===== src/rtl/evsw_pkg.sv =====
package evsw_pkg;

  // Lane chosen for an event number: plain modulo of the lane count.
  function automatic int unsigned lane_of(input logic [31:0] evt, input int unsigned lanes);
    return evt % lanes;
  endfunction

  // Next index of a rotating pointer over n slots.
  function automatic int unsigned rot_next(input int unsigned idx, input int unsigned n);
    return (idx + 1) % n;
  endfunction

endpackage


===== src/rtl/evsw_fifo.sv =====
module evsw_fifo #(
  parameter int W     = 8,
  parameter int DEPTH = 4
) (
  input  logic         clk,
  input  logic         rst_n,
  input  logic         push,
  input  logic [W-1:0] din,
  input  logic         pop,
  output logic [W-1:0] dout,
  output logic         empty,
  output logic         full
);
  localparam int AW = (DEPTH > 1) ? $clog2(DEPTH) : 1;

  logic [W-1:0]  mem [DEPTH];
  logic [AW-1:0] wp, rp;
  logic [AW:0]   cnt;
  logic          do_push, do_pop;

  assign empty   = (cnt == '0);
  assign full    = (cnt == (AW+1)'(DEPTH));
  assign do_push = push && !full;
  assign do_pop  = pop && !empty;
  assign dout    = mem[rp];

  always_ff @(posedge clk) begin
    if (do_push) mem[wp] <= din;
  end

  always_ff @(posedge clk) begin
    if (!rst_n) begin
      wp  <= '0;
      rp  <= '0;
      cnt <= '0;
    end else begin
      if (do_push) wp <= (wp == AW'(DEPTH-1)) ? '0 : wp + 1'b1;
      if (do_pop)  rp <= (rp == AW'(DEPTH-1)) ? '0 : rp + 1'b1;
      cnt <= cnt + (AW+1)'(do_push) - (AW+1)'(do_pop);
    end
  end
endmodule


===== src/rtl/evsw_rr_arb.sv =====
module evsw_rr_arb import evsw_pkg::*; #(
  parameter int N = 4
) (
  input  logic                 clk,
  input  logic                 rst_n,
  input  logic [N-1:0]         req,
  output logic [N-1:0]         grant,
  output logic [$clog2(N)-1:0] grant_idx,
  output logic                 any
);
  localparam int IW = $clog2(N);

  logic [IW-1:0] ptr;
  logic          found;

  always_comb begin
    grant     = '0;
    grant_idx = '0;
    found     = 1'b0;
    for (int k = 0; k < N; k++) begin
      if (!found && req[(int'(ptr) + k) % N]) begin
        found                     = 1'b1;
        grant[(int'(ptr) + k) % N] = 1'b1;
        grant_idx                 = IW'((int'(ptr) + k) % N);
      end
    end
  end

  assign any = found;

  always_ff @(posedge clk) begin
    if (!rst_n)   ptr <= '0;
    else if (any) ptr <= IW'(rot_next(int'(grant_idx), N));
  end
endmodule


===== src/rtl/evsw_top.sv =====
module evsw_top import evsw_pkg::*; #(
  parameter int N_IN      = 4,
  parameter int N_LANE    = 8,
  parameter int EVT_W     = 8,
  parameter int POS_W     = 12,
  parameter int IN_DEPTH  = 4,
  parameter int OUT_DEPTH = 4
) (
  input  logic                    clk,
  input  logic                    rst_n,
  input  logic [N_IN-1:0]         in_valid,
  output logic [N_IN-1:0]         in_ready,
  input  logic [N_IN-1:0]         in_eoe,
  input  logic [N_IN*EVT_W-1:0]   in_evt,
  input  logic [N_IN*POS_W-1:0]   in_pos,
  output logic [N_LANE-1:0]       out_valid,
  input  logic [N_LANE-1:0]       out_ready,
  output logic [N_LANE-1:0]       out_eoe,
  output logic [N_LANE*EVT_W-1:0] out_evt,
  output logic [N_LANE*POS_W-1:0] out_pos
);
  localparam int WORD_W = 1 + EVT_W + POS_W;
  localparam int LW     = $clog2(N_LANE);
  localparam int IW     = $clog2(N_IN);
  localparam int EOE_B  = WORD_W - 1;
  localparam int EVT_HI = WORD_W - 2;

  // Input side
  logic [WORD_W-1:0] head      [N_IN];
  logic [LW-1:0]     head_lane [N_IN];
  logic [N_IN-1:0]   in_empty, in_full, eligible, grant_vec, done_vec;

  // Arbiter result
  logic              any_grant;
  logic [IW-1:0]     gidx;
  logic [WORD_W-1:0] sel_word;
  logic [LW-1:0]     sel_lane;

  // Named internal events, used by the checker
  logic              hit_push, eoe_take, marker_push, all_done;
  logic [EVT_W-1:0]  mark_evt;
  logic [LW-1:0]     mark_lane;

  // Lane side
  logic [N_LANE-1:0]        lane_full, lane_empty, lane_push;
  logic [WORD_W-1:0]        lane_din  [N_LANE];
  logic [WORD_W-1:0]        lane_dout [N_LANE];
  logic [N_LANE*WORD_W-1:0] lane_dout_flat;

  for (genvar i = 0; i < N_IN; i++) begin : g_in
    evsw_fifo #(.W(WORD_W), .DEPTH(IN_DEPTH)) u_fifo (
      .clk   (clk),
      .rst_n (rst_n),
      .push  (in_valid[i]),
      .din   ({in_eoe[i], in_evt[i*EVT_W +: EVT_W], in_pos[i*POS_W +: POS_W]}),
      .pop   (grant_vec[i]),
      .dout  (head[i]),
      .empty (in_empty[i]),
      .full  (in_full[i])
    );
    assign in_ready[i]  = !in_full[i];
    assign head_lane[i] = LW'(lane_of(32'(head[i][EVT_HI -: EVT_W]), N_LANE));
    // A marker never needs lane space; a hit needs room in its lane.
    assign eligible[i]  = !in_empty[i] && !done_vec[i] &&
                          (head[i][EOE_B] || !lane_full[head_lane[i]]);
  end

  evsw_rr_arb #(.N(N_IN)) u_arb (
    .clk       (clk),
    .rst_n     (rst_n),
    .req       (eligible),
    .grant     (grant_vec),
    .grant_idx (gidx),
    .any       (any_grant)
  );

  assign sel_word  = head[gidx];
  assign sel_lane  = head_lane[gidx];
  assign hit_push  = any_grant && !sel_word[EOE_B];
  assign eoe_take  = any_grant &&  sel_word[EOE_B];
  assign all_done  = &done_vec;
  assign mark_lane = LW'(lane_of(32'(mark_evt), N_LANE));
  assign marker_push = all_done && !lane_full[mark_lane];

  always_ff @(posedge clk) begin
    if (!rst_n) begin
      done_vec <= '0;
      mark_evt <= '0;
    end else if (marker_push) begin
      done_vec <= '0;
    end else if (eoe_take) begin
      done_vec <= done_vec | grant_vec;
      mark_evt <= sel_word[EVT_HI -: EVT_W];
    end
  end

  for (genvar l = 0; l < N_LANE; l++) begin : g_lane
    assign lane_push[l] = (hit_push    && (sel_lane  == LW'(l))) ||
                          (marker_push && (mark_lane == LW'(l)));
    assign lane_din[l]  = marker_push ? {1'b1, mark_evt, {POS_W{1'b0}}} : sel_word;

    evsw_fifo #(.W(WORD_W), .DEPTH(OUT_DEPTH)) u_fifo (
      .clk   (clk),
      .rst_n (rst_n),
      .push  (lane_push[l]),
      .din   (lane_din[l]),
      .pop   (out_ready[l]),
      .dout  (lane_dout[l]),
      .empty (lane_empty[l]),
      .full  (lane_full[l])
    );

    assign out_valid[l]                 = !lane_empty[l];
    assign out_eoe[l]                   = lane_dout[l][EOE_B];
    assign out_evt[l*EVT_W +: EVT_W]    = lane_dout[l][EVT_HI -: EVT_W];
    assign out_pos[l*POS_W +: POS_W]    = lane_dout[l][POS_W-1:0];
    assign lane_dout_flat[l*WORD_W +: WORD_W] = lane_dout[l];
  end
endmodule


===== config.mk =====
export PLATFORM = sky130hd
export DESIGN_NAME = evsw_top
export DESIGN_NICKNAME = d
export VERILOG_FILES = /design/src/rtl/evsw_pkg.sv /design/src/rtl/evsw_fifo.sv /design/src/rtl/evsw_rr_arb.sv /design/src/rtl/evsw_top.sv
export SDC_FILE = /design/constraint.sdc
export NUM_CORES = 1
export LEC_CHECK = 0
export BUFFER_PORTS_ARGS = -buffer_cell sky130_fd_sc_hd__clkbuf_2
export CAP_MARGIN = 20
export CORE_MARGIN = 1.5
export CORE_UTILIZATION = 50
export CTS_CLUSTER_SIZE = 28
export DETAILED_ROUTE_END_ITERATION = 10
export PLACE_DENSITY_LB_ADDON = 0.25
export SYNTH_ARGS = -nofsm -noshare
export SYNTH_HDL_FRONTEND = slang
export SYNTH_SLANG_ARGS = --single-unit
export TNS_END_PERCENT = 50

===== constraint.sdc =====
create_clock -name clk -period 11.3 [get_ports clk]
set_input_delay 2.26 -clock clk [delete_from_list [all_inputs] [get_ports clk]]
set_output_delay 2.26 -clock clk [all_outputs]
set_load 0.01 [all_outputs]

==> summary.md <==
| Metric | Value |
|---|---|
| Final setup TNS | `0 ns` |
| Die height | `301.4 µm` |
| Longest Clk Path Bufs | `3` |
| Crit path time final | `6.458 ns` |
| Initial Util | `50.45%` |
| Residual DRC count | `0` |
| Synthesized area per cell | `19.73 µm²` |
| Vias in the first global route | `22870` |
| Period utilization | `57.15%` |
| RSZ-0062 raised after global routing | `no` |
| Post-synthesis cell type count | `56` |
| Ys Warns | `0` |
| Worst EP arrival | `6.76 ns` |
| Setup ws final | `4.842 ns` |
| Top_reg_cell synth | `edfxtp_1` |
| Cell taking the most area after synthesis | `edfxtp_1` |
| Die W | `301.4 µm` |
| Vias per inst | `5.717` |
| DPL Wire Length | `62830 µm` |
| Critical path startpoint category | `flop` |
| Mapped Area | `44520 µm²` |
| Nature of the critical path endpoint | `flop` |
| Initial antenna violation count | `11` |
| Sequential cell area fraction in the yosys report | `73.48%` |
| Rel. slew slack | `23.01%` |
| Port Buffer Count | `277` |
| Clock Skews | `0.04626 ns` |
| Number of synthesized register bits | `1130` |
| Post-CTS Setup Repair Bufs | `0` |
| Final nets | `2841` |
| Grt ovf | `0` |
| Core Box Area | `88240 µm²` |
| Pre-CTS setup slack | `4.781 ns` |
| Final slew viol count | `0` |
| Layout cells sized above 1 | `31.12%` |
| Worst-Margin Slew | `1.152 ns` |
| Reg clk slew, reported paths | `0.06 ns` |
| Ys async rst share | `0%` |
| Fmax | `154.9 MHz` |
| Post-CTS Resized | `0` |
| Worst setup path category | `reg2reg` |
| First-pass GRT wire length | `146300 µm` |
| Number of routed nets with antenna violations | `0` |
| Largest net degree at the start of global routing | `61` |
| Clock Latency Late Sink | `0.69 ns` |
| Post-synth EDFFs | `1008` |
| CTS tree | `done` |
| Vias | `22350` |
| # IOs | `278` |
| CTS Buf Count | `111` |
| Required @ worst endpoint | `11.60 ns` |
| Post-Syn Nets | `2458` |
| Hold Crit Class | `reg2reg` |
| Setup violations, final | `0` |
| Final WL | `99360 µm` |
| Clock sink total | `1130` |
| # hold bufs at CTS | `0` |
| H-tree depth | `3` |
| Gr usage total | `22.02%` |
| Cells after Synth | `2256` |
| WL/cell | `25.41 µm` |
| DRT Pass-1 Iters | `5` |
| Status | `finished, final reports clean` |
| Rows | `109` |
| Max-Cap Viols | `0` |
| Worst-path maximum fanout | `60` |
| DR iter-0 viols | `1703` |
| Syn-to-layout area delta | `16.83%` |
| Routability congestion estimate | `0.8888` |
| Largest cells by area after synthesis | `edfxtp_1 (68%), mux4_2 (13%), dfxtp_1 (5.5%), ha_1 (2.6%), mux2i_1 (2.1%)` |
| Root buffer cell | `clkbuf_16` |
| Final hold violations | `0` |
| Die Area | `90840 µm²` |
| Most common cell after layout, fill and taps aside | `edfxtp_1` |
| Leading cell types in the layout, fill and taps excluded | `edfxtp_1 (1008), clkbuf_2 (277), mux4_2 (257)` |
| Post-synth top area share | `67.99%` |
-- per-stage QoR --
step	hold WS, ns	utilization [%]	instances	area, µm²
finish	0.4899	58.95	3910	52010
global route	0.5225	58.93	3903	51990
CTS	0.4983	58.27	3874	51420
detailed placement	0.4856	54.17	3665	47800
global placement	0.4693	53.81	3646	47480
floorplan	0.4544	-	2256	44520
-- worst max-delay path, cell delays in order, from the launching register on --
cell	delay, ns
dfxtp_1	0.31
buf_4	0.39
mux4_2	0.67
mux2_1	0.34
or3_1	0.33
o211a_2	0.17
nor2_1	0.52
a32oi_1	0.20
o21ai_1	0.35
o41a_2	0.22
buf_4	0.63
mux4_2	0.54
o21ai_2	0.46
and2_1	0.92
-- metal layers --
layer,part of all wire [%],wire length (µm),vias to the layer above,GRT usage [%]
met3,6.7,6660,144,4.488
met4,2.0,1983,14,6.186
met5,0.093,92,-,0
met2,51,50640,709,37.23
met1,40,39990,11690,29.11
li1,-,-,9800,-
-- synth_stat cells, types with 7 or more instances --
| library cell | number |
|---|---|
| o2111ai_1 | 7 |
| mux4_2 | 257 |
| and2_1 | 42 |
| and3_1 | 16 |
| nor3b_1 | 8 |
| mux2i_1 | 95 |
| nor2_1 | 91 |
| ha_1 | 92 |
| clkbuf_1 | 48 |
| buf_1 | 24 |
| fa_1 | 12 |
| dfxtp_1 | 122 |
| xor2_1 | 7 |
| a211oi_1 | 24 |
| or3_1 | 25 |
| inv_1 | 92 |
| edfxtp_1 | 1008 |
| buf_2 | 9 |
| a31oi_1 | 7 |
| mux2_2 | 13 |
| a32oi_1 | 7 |
| xnor2_1 | 18 |
| nand3_1 | 26 |
| nand2_1 | 56 |
| nor2b_1 | 33 |
| a21oi_1 | 22 |
| nor3_1 | 18 |
-- cell families after synthesis --
family | count (synthesis) | share of synthesized area (%)
adder cells (fa/ha/maj) | 104 | 3.125
AND/OR/NAND/NOR | 341 | 3.921
flip-flops | 1130 | 73.48
AO/OA/AOI/OAI | 107 | 1.852
buffers and inverters | 182 | 1.619
multiplexers | 367 | 15.52
XOR/XNOR | 25 | 0.4918
-- registers in the layout, indices dropped and copies added (netlist names), named ones only --
signal / cells
g_lane.u_fifo.wp: 16
g_lane.u_fifo.cnt: 24
g_in.u_fifo.mem: 336
g_in.u_fifo.rp: 8
u_arb.ptr: 2
g_lane.u_fifo.mem: 672
done_vec: 4
g_in.u_fifo.wp: 8
g_in.u_fifo.cnt: 12
mark_evt: 8
g_lane.u_fifo.rp: 16
-- worst paths after layout --
check	cells after the start	slack, ns	to	start
max reg2reg	13	4.84	g_lane[6].u_fifo.mem[0][11]	flop
min	2	0.49	mark_evt[5]	mark_evt[5]
min reg2reg	2	0.49	mark_evt[5]	mark_evt[5]
max	13	4.84	g_lane[6].u_fifo.mem[0][11]	flop
-- final cells by class --
class,count,area (µm²)
timing repair buffer,357,2536
multi-input combinational,944,11300
clock inverter,63,619.3
tap,1165,1458
antenna,10,25.02
inverter,95,356.6
sequential,1130,32710
clock buffer,146,3000
fill,6289,36230
Power is not shown: default switching activity piles up to over one toggle a cycle in this logic, so the estimate is an artifact.
